### src/rtl/rtc_alarm_pkg.sv
package rtc_alarm_pkg;

  localparam int NUM_FIELDS = 5;
  localparam int DAY_IDX    = 3;

  typedef enum logic [2:0] {
    SEL_SEC   = 3'd0,
    SEL_MIN   = 3'd1,
    SEL_HOUR  = 3'd2,
    SEL_DAY   = 3'd3,
    SEL_MONTH = 3'd4,
    SEL_CTRL  = 3'd5
  } regSel_e;

  typedef enum logic [2:0] {
    EVERY_SEC,
    EVERY_MIN,
    EVERY_HOUR,
    EVERY_DAY,
    EVERY_MONTH,
    EVERY_YEAR
  } repeatMode_e;

  typedef struct packed {
    logic setAf;
    logic clrAf;
    logic capRead;
    logic setIrq;
    logic clrIrq;
    logic clrEnables;
  } ctrlStrobe_t;

endpackage

### src/rtl/rtc_alarm_datapath.sv
module rtc_alarm_datapath
  import rtc_alarm_pkg::*;
#(
  parameter int VAL_W = 7,
  localparam int DATA_W = VAL_W + 1
) (
  input  logic                                clk,
  input  logic                                rstN,
  input  logic                                wrEn,
  input  logic [2:0]                          wrSel,
  input  logic [DATA_W-1:0]                   wrData,
  input  logic [NUM_FIELDS-1:0][VAL_W-1:0]    curFields,
  input  ctrlStrobe_t                         strb,
  output logic [NUM_FIELDS-1:0]               fieldEq,
  output logic [NUM_FIELDS-1:0]               rptCode,
  output logic                                dayIsZero,
  output logic                                afeBit,
  output logic                                abeBit,
  output logic                                afFlag,
  output logic                                irqPend,
  output logic                                rdAf
);

  logic [NUM_FIELDS-1:0][VAL_W-1:0] alarmVal;

  // One alarm register per time field: value plus one repeat bit.
  for (genvar i = 0; i < NUM_FIELDS; i++) begin : g_field
    always_ff @(posedge clk) begin
      if (!rstN) begin
        alarmVal[i] <= '0;
        rptCode[i]  <= 1'b0;
      end else if (wrEn && wrSel == 3'(i)) begin
        alarmVal[i] <= wrData[VAL_W-1:0];
        rptCode[i]  <= wrData[DATA_W-1];
      end
    end

    assign fieldEq[i] = (curFields[i] == alarmVal[i]);
  end

  assign dayIsZero = (alarmVal[DAY_IDX] == '0);

  // Control bits; the power-up clear beats a write in the same cycle.
  always_ff @(posedge clk) begin
    if (!rstN) begin
      afeBit <= 1'b0;
      abeBit <= 1'b0;
    end else if (strb.clrEnables) begin
      afeBit <= 1'b0;
      abeBit <= 1'b0;
    end else if (wrEn && wrSel == SEL_CTRL) begin
      afeBit <= wrData[0];
      abeBit <= wrData[1];
    end
  end

  // Flag, interrupt latch and read-back register.
  always_ff @(posedge clk) begin
    if (!rstN) begin
      afFlag  <= 1'b0;
      irqPend <= 1'b0;
      rdAf    <= 1'b0;
    end else begin
      if (strb.setAf)       afFlag <= 1'b1;
      else if (strb.clrAf)  afFlag <= 1'b0;

      if (strb.setIrq)      irqPend <= 1'b1;
      else if (strb.clrIrq) irqPend <= 1'b0;

      if (strb.capRead)     rdAf <= afFlag;
    end
  end

  p_pwrup_clears_r8: assert property (@(posedge clk) disable iff (!rstN)
    strb.clrEnables |=> (!afeBit && !abeBit));

  p_read_prior_value_r6: assert property (@(posedge clk) disable iff (!rstN)
    strb.capRead |=> (rdAf == $past(afFlag)));

  p_flag_held_r4: assert property (@(posedge clk) disable iff (!rstN)
    (afFlag && !strb.clrAf) |=> afFlag);

endmodule

### src/rtl/rtc_alarm_ctrl.sv
module rtc_alarm_ctrl
  import rtc_alarm_pkg::*;
(
  input  logic                  clk,
  input  logic                  rstN,
  input  logic                  secTick,
  input  logic                  rdFlags,
  input  logic                  pwrUp,
  input  logic                  onBattery,
  input  logic [NUM_FIELDS-1:0] fieldEq,
  input  logic [NUM_FIELDS-1:0] rptCode,
  input  logic                  dayIsZero,
  input  logic                  afeBit,
  input  logic                  abeBit,
  input  logic                  afFlag,
  output ctrlStrobe_t           strb
);

  repeatMode_e           mode;
  logic                  codeLegal;
  logic [NUM_FIELDS-1:0] needMask;
  logic                  alarmOff;
  logic                  hit;
  logic                  irqGate;

  // Repeat code decode; unknown codes fall back to every second.
  always_comb begin
    codeLegal = 1'b1;
    case (rptCode)
      5'b11111: mode = EVERY_SEC;
      5'b11110: mode = EVERY_MIN;
      5'b11100: mode = EVERY_HOUR;
      5'b11000: mode = EVERY_DAY;
      5'b10000: mode = EVERY_MONTH;
      5'b00000: mode = EVERY_YEAR;
      default: begin
        mode      = EVERY_SEC;
        codeLegal = 1'b0;
      end
    endcase
  end

  // Fields that must agree, bit 0 = seconds.
  always_comb begin
    case (mode)
      EVERY_MIN:   needMask = 5'b00001;
      EVERY_HOUR:  needMask = 5'b00011;
      EVERY_DAY:   needMask = 5'b00111;
      EVERY_MONTH: needMask = 5'b01111;
      EVERY_YEAR:  needMask = 5'b11111;
      default:     needMask = 5'b00000;
    endcase
  end

  assign alarmOff = (rptCode == '0) && dayIsZero;
  assign hit      = secTick && !alarmOff && (&(fieldEq | ~needMask));
  assign irqGate  = afeBit && !pwrUp && (!onBattery || abeBit);

  always_comb begin
    strb            = '0;
    strb.setAf      = hit;
    strb.clrAf      = rdFlags && !hit;
    strb.capRead    = rdFlags;
    strb.setIrq     = hit && irqGate;
    strb.clrIrq     = (rdFlags || pwrUp) && !(hit && irqGate);
    strb.clrEnables = pwrUp;
  end

  p_flag_needs_tick_r4: assert property (@(posedge clk) disable iff (!rstN)
    $rose(afFlag) |-> $past(secTick));

  p_illegal_code_r3: assert property (@(posedge clk) disable iff (!rstN)
    (secTick && !codeLegal) |-> strb.setAf);

  p_disabled_alarm_r9: assert property (@(posedge clk) disable iff (!rstN)
    ((rptCode == '0) && dayIsZero) |-> !strb.setAf);

  p_year_needs_month_r2: assert property (@(posedge clk) disable iff (!rstN)
    (rptCode == '0 && !fieldEq[4]) |-> !strb.setAf);

endmodule

### src/rtl/rtc_alarm_top.sv
module rtc_alarm_top
  import rtc_alarm_pkg::*;
#(
  parameter int VAL_W = 7,
  localparam int DATA_W = VAL_W + 1
) (
  input  logic              clk,
  input  logic              rstN,
  input  logic              secTick,
  input  logic [VAL_W-1:0]  curSec,
  input  logic [VAL_W-1:0]  curMin,
  input  logic [VAL_W-1:0]  curHour,
  input  logic [VAL_W-1:0]  curDay,
  input  logic [VAL_W-1:0]  curMonth,
  input  logic              wrEn,
  input  logic [2:0]        wrSel,
  input  logic [DATA_W-1:0] wrData,
  input  logic              rdFlags,
  input  logic              pwrUp,
  input  logic              onBattery,
  output logic              irqOe,
  output logic              irqData,
  output logic              rdAf
);

  logic [NUM_FIELDS-1:0][VAL_W-1:0] curFields;
  logic [NUM_FIELDS-1:0]            fieldEq;
  logic [NUM_FIELDS-1:0]            rptCode;
  logic                             dayIsZero;
  logic                             afeBit;
  logic                             abeBit;
  logic                             afFlag;
  logic                             irqPend;
  ctrlStrobe_t                      strb;

  assign curFields = {curMonth, curDay, curHour, curMin, curSec};

  rtc_alarm_datapath #(.VAL_W(VAL_W)) u_dp (
    .clk       (clk),
    .rstN      (rstN),
    .wrEn      (wrEn),
    .wrSel     (wrSel),
    .wrData    (wrData),
    .curFields (curFields),
    .strb      (strb),
    .fieldEq   (fieldEq),
    .rptCode   (rptCode),
    .dayIsZero (dayIsZero),
    .afeBit    (afeBit),
    .abeBit    (abeBit),
    .afFlag    (afFlag),
    .irqPend   (irqPend),
    .rdAf      (rdAf)
  );

  rtc_alarm_ctrl u_ctrl (
    .clk       (clk),
    .rstN      (rstN),
    .secTick   (secTick),
    .rdFlags   (rdFlags),
    .pwrUp     (pwrUp),
    .onBattery (onBattery),
    .fieldEq   (fieldEq),
    .rptCode   (rptCode),
    .dayIsZero (dayIsZero),
    .afeBit    (afeBit),
    .abeBit    (abeBit),
    .afFlag    (afFlag),
    .strb      (strb)
  );

  assign irqOe   = irqPend;
  assign irqData = ~irqPend;

  p_irq_needs_afe_r5: assert property (@(posedge clk) disable iff (!rstN)
    $rose(irqOe) |-> $past(afeBit));

  p_backup_gate_r7: assert property (@(posedge clk) disable iff (!rstN)
    ($rose(irqOe) && $past(onBattery)) |-> $past(abeBit));

  p_irq_with_flag_r5: assert property (@(posedge clk) disable iff (!rstN)
    irqOe |-> afFlag);

  p_read_releases_r6: assert property (@(posedge clk) disable iff (!rstN)
    (rdFlags && !secTick) |=> !irqOe);

endmodule

### config.mk
export PLATFORM = sky130hd
export DESIGN_NAME = rtc_alarm_top
export DESIGN_NICKNAME = d
export VERILOG_FILES = /design/src/rtl/rtc_alarm_pkg.sv /design/src/rtl/rtc_alarm_datapath.sv /design/src/rtl/rtc_alarm_ctrl.sv /design/src/rtl/rtc_alarm_top.sv
export SDC_FILE = /design/constraint.sdc
export NUM_CORES = 1
export LEC_CHECK = 0
export BUFFER_PORTS_ARGS = -buffer_cell sky130_fd_sc_hd__buf_2
export CELL_PAD_IN_SITES_DETAIL_PLACEMENT = 1
export CELL_PAD_IN_SITES_GLOBAL_PLACEMENT = 1
export CORE_MARGIN = 3
export CORE_UTILIZATION = 30
export CTS_BUF_LIST = sky130_fd_sc_hd__clkbuf_16
export DETAILED_ROUTE_END_ITERATION = 16
export PLACE_DENSITY_LB_ADDON = 0.1
export SKIP_CTS_REPAIR_TIMING = 1
export SLEW_MARGIN = 20
export SYNTH_ARGS = -nofsm -noshare
export SYNTH_HDL_FRONTEND = slang
export SYNTH_SLANG_ARGS = --single-unit
export TNS_END_PERCENT = 30
### constraint.sdc
create_clock -name clk -period 2.56 [get_ports clk]
set_clock_uncertainty 0.1 [all_clocks]
set_input_delay 0.128 -clock clk [delete_from_list [all_inputs] [get_ports clk]]
set_output_delay 0.128 -clock clk [all_outputs]
set_load 0.02 [all_outputs]
# ---- After elaboration in Yosys (flattened, before gate mapping)
# Cells that the tools add are included.
dict set report word_totals {
  reg_bits 45
  out_inout_bits 3
  elab_cells 72
}
dict set report classes {
  n_eq_ne 19
  n_mux 6
  bitwise_logic 4
  n_reduce_logical 28
}
# op count
set ops {}
lappend ops {{7-bit equality test} 5}
lappend ops {{5-bit case mux with 5 select lines} 1}
lappend ops {{5-bit equality test, second input constant} 4}
lappend ops {{3-bit case mux with 5 select lines} 1}
lappend ops {{1-bit logical AND} 14}
lappend ops {{3-bit by 2-bit equality test with 1-bit output, second input constant} 4}
lappend ops {{3-bit equality test, second input constant} 4}
lappend ops {{7-bit logical NOT} 1}
lappend ops {{3-bit by 1-bit equality test with 1-bit output, second input constant} 2}
lappend ops {{1-bit logical NOT} 5}
lappend ops {{5-bit logical NOT} 1}
lappend ops {{5-bit inverter} 1}
lappend ops {{5-bit bitwise OR} 1}
lappend ops {{5-bit AND reduction} 1}
lappend ops {{1-bit two-way mux} 4}
lappend ops {{2-bit nonzero test} 2}
lappend ops {{3-bit logical NOT} 1}
lappend ops {{1-bit logical OR} 2}
lappend ops {{1-bit inverter} 2}
lappend ops {{2-bit OR reduction} 1}

# ---- Longest topological paths before layout
dict set report depth {
  word_depth 13
  depth_mapped 6
}

# ---- Modules after synthesis
# A second synthesis with hierarchy kept.
dict set report hier_totals {
  cells_unflattened 241
  area_unflattened_um2 2224.6
}
# mod n_inst cells_each area_per_inst_um2
set by_module_without_submodules {}
lappend by_module_without_submodules {rtc_alarm_datapath 1 218 2079.5}
lappend by_module_without_submodules {rtc_alarm_ctrl 1 22 141.4}
lappend by_module_without_submodules {rtc_alarm_top 1 1 3.8}

# ---- Least setup slack after synthesis
# OpenSTA, ideal clock, no wires.
dict set report synth_path {
  path_type {register -> register}
  start {register u_dp.alarmVal[20] (netlist name)}
  end {register u_dp.irqPend}
  setup_ns 0.092
  arrival_ns 1.363
  required_time_ns 2.368
  slack_ns 1.005
  stages_incl_launch_ff 7
  n_path_buf 0
  period_less_slack_ns 1.555
  cell_sequence {dfxtp_1 > xor2_1 > nor4_1 > nand4_1 > a2111oi_1 > o2111ai_1 > o32ai_1}
}
dict set report synth_via {
  elab_chain_len 8
  elab_cells_between_ends 9
}
# element line
set synth_lines {}
lappend synth_lines {{start: declaration} rtc_alarm_datapath.sv:24} ;# logic [NUM_FIELDS-1:0][VAL_W-1:0] alarmVal;
lappend synth_lines {{start signal: indexed assignment} rtc_alarm_datapath.sv:33} ;# alarmVal[i] <= wrData[VAL_W-1:0];
lappend synth_lines {{7-bit equality test (*)} rtc_alarm_datapath.sv:38} ;# assign fieldEq[i] = (curFields[i] == alarmVal[i]);
lappend synth_lines {{5-bit bitwise OR (*)} rtc_alarm_ctrl.sv:56} ;# assign hit = secTick && !alarmOff && (&(fieldEq | ~needMask));
lappend synth_lines {{5-bit AND reduction (*)} rtc_alarm_ctrl.sv:56}
lappend synth_lines {{1-bit logical AND (*)} rtc_alarm_ctrl.sv:56}
lappend synth_lines {{1-bit logical AND (*)} {rtc_alarm_ctrl.sv:64, rtc_alarm_ctrl.sv:65}}
lappend synth_lines {{1-bit logical NOT} rtc_alarm_ctrl.sv:65} ;# strb.clrIrq = (rdFlags || pwrUp) && !(hit && irqGate);
lappend synth_lines {{1-bit logical AND} rtc_alarm_ctrl.sv:65}
lappend synth_lines {{2-bit nonzero test (no line)} -}
lappend synth_lines {{end signal: assignment} rtc_alarm_datapath.sv:61} ;# irqPend <= 1'b0;
lappend synth_lines {{end signal: assignment} rtc_alarm_datapath.sv:67} ;# if (strb.setIrq) irqPend <= 1'b1;
lappend synth_lines {{end signal: assignment} rtc_alarm_datapath.sv:68} ;# else if (strb.clrIrq) irqPend <= 1'b0;
lappend synth_lines {{end: declaration} rtc_alarm_datapath.sv:20} ;# output logic irqPend,
# Mark *: on every way between the ends. The rest lies on a longest branch, timed or not.
# A chain may end at the register's enable or synchronous reset.

# ---- Worst setup path after layout
# Same ends and word-level chain as after synthesis.

==> flow_metrics.tcl <==
set metrics [dict create \
    area_delta_synth_final_pct 26.06 \
    num_vias 1929 \
    drive_gt1_share_pct 20.63 \
    period_minus_slack_ps 1805 \
    die-area_um2 8342 \
    avgRoutedWirePerCell_um 15.08 \
    ys_types 26 \
    final_util_pct 39.66 \
    setup_viol_count_final 0 \
    fin_crit_sh_pct 70.52 \
    postRouteAntennaNets 0 \
    fmax_mhz 553.9 \
    htree_levels 2 \
    ys_top_cells_by_count "85 x nand2_1, 45 x dfxtp_1, 35 x a21boi_1" \
    insertedDiodeCount 0 \
    relSlewSlack_pct 65.25 \
    synthMuxAreaShare_pct 1.375 \
    design_area_um2 2754 \
    dp_hpwl_um 4704 \
    powerDensity_nw_per_um2 626.9 \
    synth_top_cell_area_share_pct 41.24 \
    drv_slew 0 \
    syn_area_um2 2185 \
    cp_max_fo 2 \
    synth_fa_ha_area_share_pct 0 \
    crit_path_max_incr_delay_ps 320 \
    crit_required_ps 2660 \
    hold_ws_ps 34.21 \
    cp_cell_sequence "xor2_1 -> nor4_1 -> nand4_1 -> a2111oi_1 -> o2111ai_1 -> o32ai_1" \
    via_per_inst 4.637 \
    synth_edf_count 0 \
    grt_pass1_vias 1996 \
    die_y_um 91.34 \
    synthSimpleGateAreaFrac_pct 23.60 \
    path_clk_slew_ps 60 \
    syn-instance-count 264 \
    grt_setup_unrepaired "false" \
    critical_path.top_delay_family "compound AO/OA/AOI/OAI gates" \
    io_buffers 55 \
    vdd_drop_max_mv 0.2421 \
    cts_tree "yes" \
    die_x_um 91.34 \
    status "completed" \
    clk_path_buf_depth 2 \
    yosysTopAreaCell "dfxtp_1" \
    synth_area_leaders "dfxtp_1 41%, nand2_1 15%, a21boi_1 12%" \
    synth-seq-cells 45 \
    gr-usage-all-layers_pct 15.79 \
    ys_warn_count 0 \
    grt_pass1_wl_um 10070 \
    first_iter_violations 54 \
    rows 30 \
    grt-ovfl-total 0 \
    p_leak_nw 1.075 \
    critPathSlowestCell "dfxtp_1" \
    worstSkewPairLatency_ps 290 \
    cp-end-kind "flop" \
    place_congestion 0.6955 \
    io-pin-count 56 \
    synth_ff_type "dfxtp_1" \
    crit_type "flop to flop" \
    cts_root_buf "clkbuf_16" \
    n_fill_cell 848 \
    synth-xor-area-share_pct 14.03 \
    crit_arrival_ps 1900 \
    drt_first_pass_iters 4 \
    worstSetupStartpointType "flop" \
    syn_nets 317 \
    avgSynthCellArea_um2 8.275 \
    post-route-drc-count 0 \
    antenna_found_initial 0 \
    worst_pin_slew_ps 519.3 \
    cts_buffers 5 \
    core_um2 6944 \
    hp-class "input port to flop" \
    synth_compound_area_share_pct 17.70 \
    synth_top_family_by_area "simple AND/OR/NAND/NOR gates" \
    drt-total-wl_um 6275 \
    synth_seq_area_share_pct 41.24 \
    grt_max_degree 43 \
    synth_async_sr_flop_share_pct 0 \
    maxCapViolCount 0 \
    start_util_pct 31.46 \
    yosysMostFrequentCell "nand2_1" \
    setup_tns_ps 0 \
    placed_area_um2 2554 \
    hold_viol 0 \
    crit_buf_inv 0 \
    clock-sinks 45 \
    fin_nets 372 \
]
## metal layers
metal  share of wire, %  up-vias  track usage [%]  routed length, um
met1                 47      895            20.40               2946
met4                1.9        0            5.276                120
met2                 48       36            26.00               2995
met5                  0        -                0                  0
li1                   -      988                -                  -
met3                3.4       10            3.480                212
## path summary, 6_finish.rpt
check	start	endpoint	slack (ps)	depth (start not counted)
max	u_dp.alarmVal[20]	u_dp.irqPend	750	6
max reg2reg	u_dp.alarmVal[20]	u_dp.irqPend	750	6
min	wrData[7]	u_dp.rptCode[3]	30	3
min reg2reg	u_dp.alarmVal[32]	u_dp.alarmVal[32]	370	2
## metrics by stage
step	power, mW	cells	setup WS [ps]
6_report	1.726	416	754.7
5_1_grt	1.799	416	564.0
4_1_cts	1.751	415	703.8
3_5_place_dp	0.9097	407	722.7
3_3_place_gp	0.9075	407	811.3
2_1_floorplan	0.8232	264	1005
## state kept, by name (all words and copies together) (netlist names)
name	flops
u_dp.afeBit	1
u_dp.abeBit	1
u_dp.afFlag	1
u_dp.irqPend	1
u_dp.alarmVal	35
u_dp.rptCode	5
u_dp.rdAf	1
## cell type report
type / count / area [um2] / share of cell area (%)
timing repair buffer: 57 / 292.8 / 10.63
multi-input combinational: 207 / 1239 / 44.98
inverter: 3 / 11.26 / 0.4089
sequential: 45 / 900.9 / 32.71
clock inverter: 3 / 65.06 / 2.363
clock buffer: 5 / 125.1 / 4.543
tap: 96 / 120.1 / 4.362
## worst reg2reg max path, stage by stage (launching register included)
cell and delay [ps]:
dfxtp_1 320, xor2_1 160, nor4_1 310, nand4_1 190
a2111oi_1 310, o2111ai_1 180, o32ai_1 150
## kinds of logic after synthesis
logic type	after synthesis
buffers and inverters	12
xor gates and xnor gates	35
and+or+nand+nor	120
DFF	45
AOI/OAI and AO/OA	49
muxes	3
## where the power goes
part           switching, mW  leakage [nW]  internal, mW
combinational         0.0871         0.618        0.0798
sequential            0.0102         0.364         0.714
clock                  0.278        0.0938         0.558
total                  0.375          1.08          1.35
## cells in the final DEF (no fill, tap or decap), types with 2 or more instances in the layout
master and instances:
clkbuf_16 5, buf_2 55, and2_1 3, nand2_1 85, nor2b_1 3, a21boi_1 35
mux2i_1 3, xor2_1 15, nor2_1 7, inv_1 3, nand3_1 4, dfxtp_1 45
o21ai_0 2, xnor2_1 20, a21boi_0 6, nor4_1 6, nand2b_1 2, and3_1 2
bufinv_16 2, nand4_1 6
(Power assumes the default switching activity.)
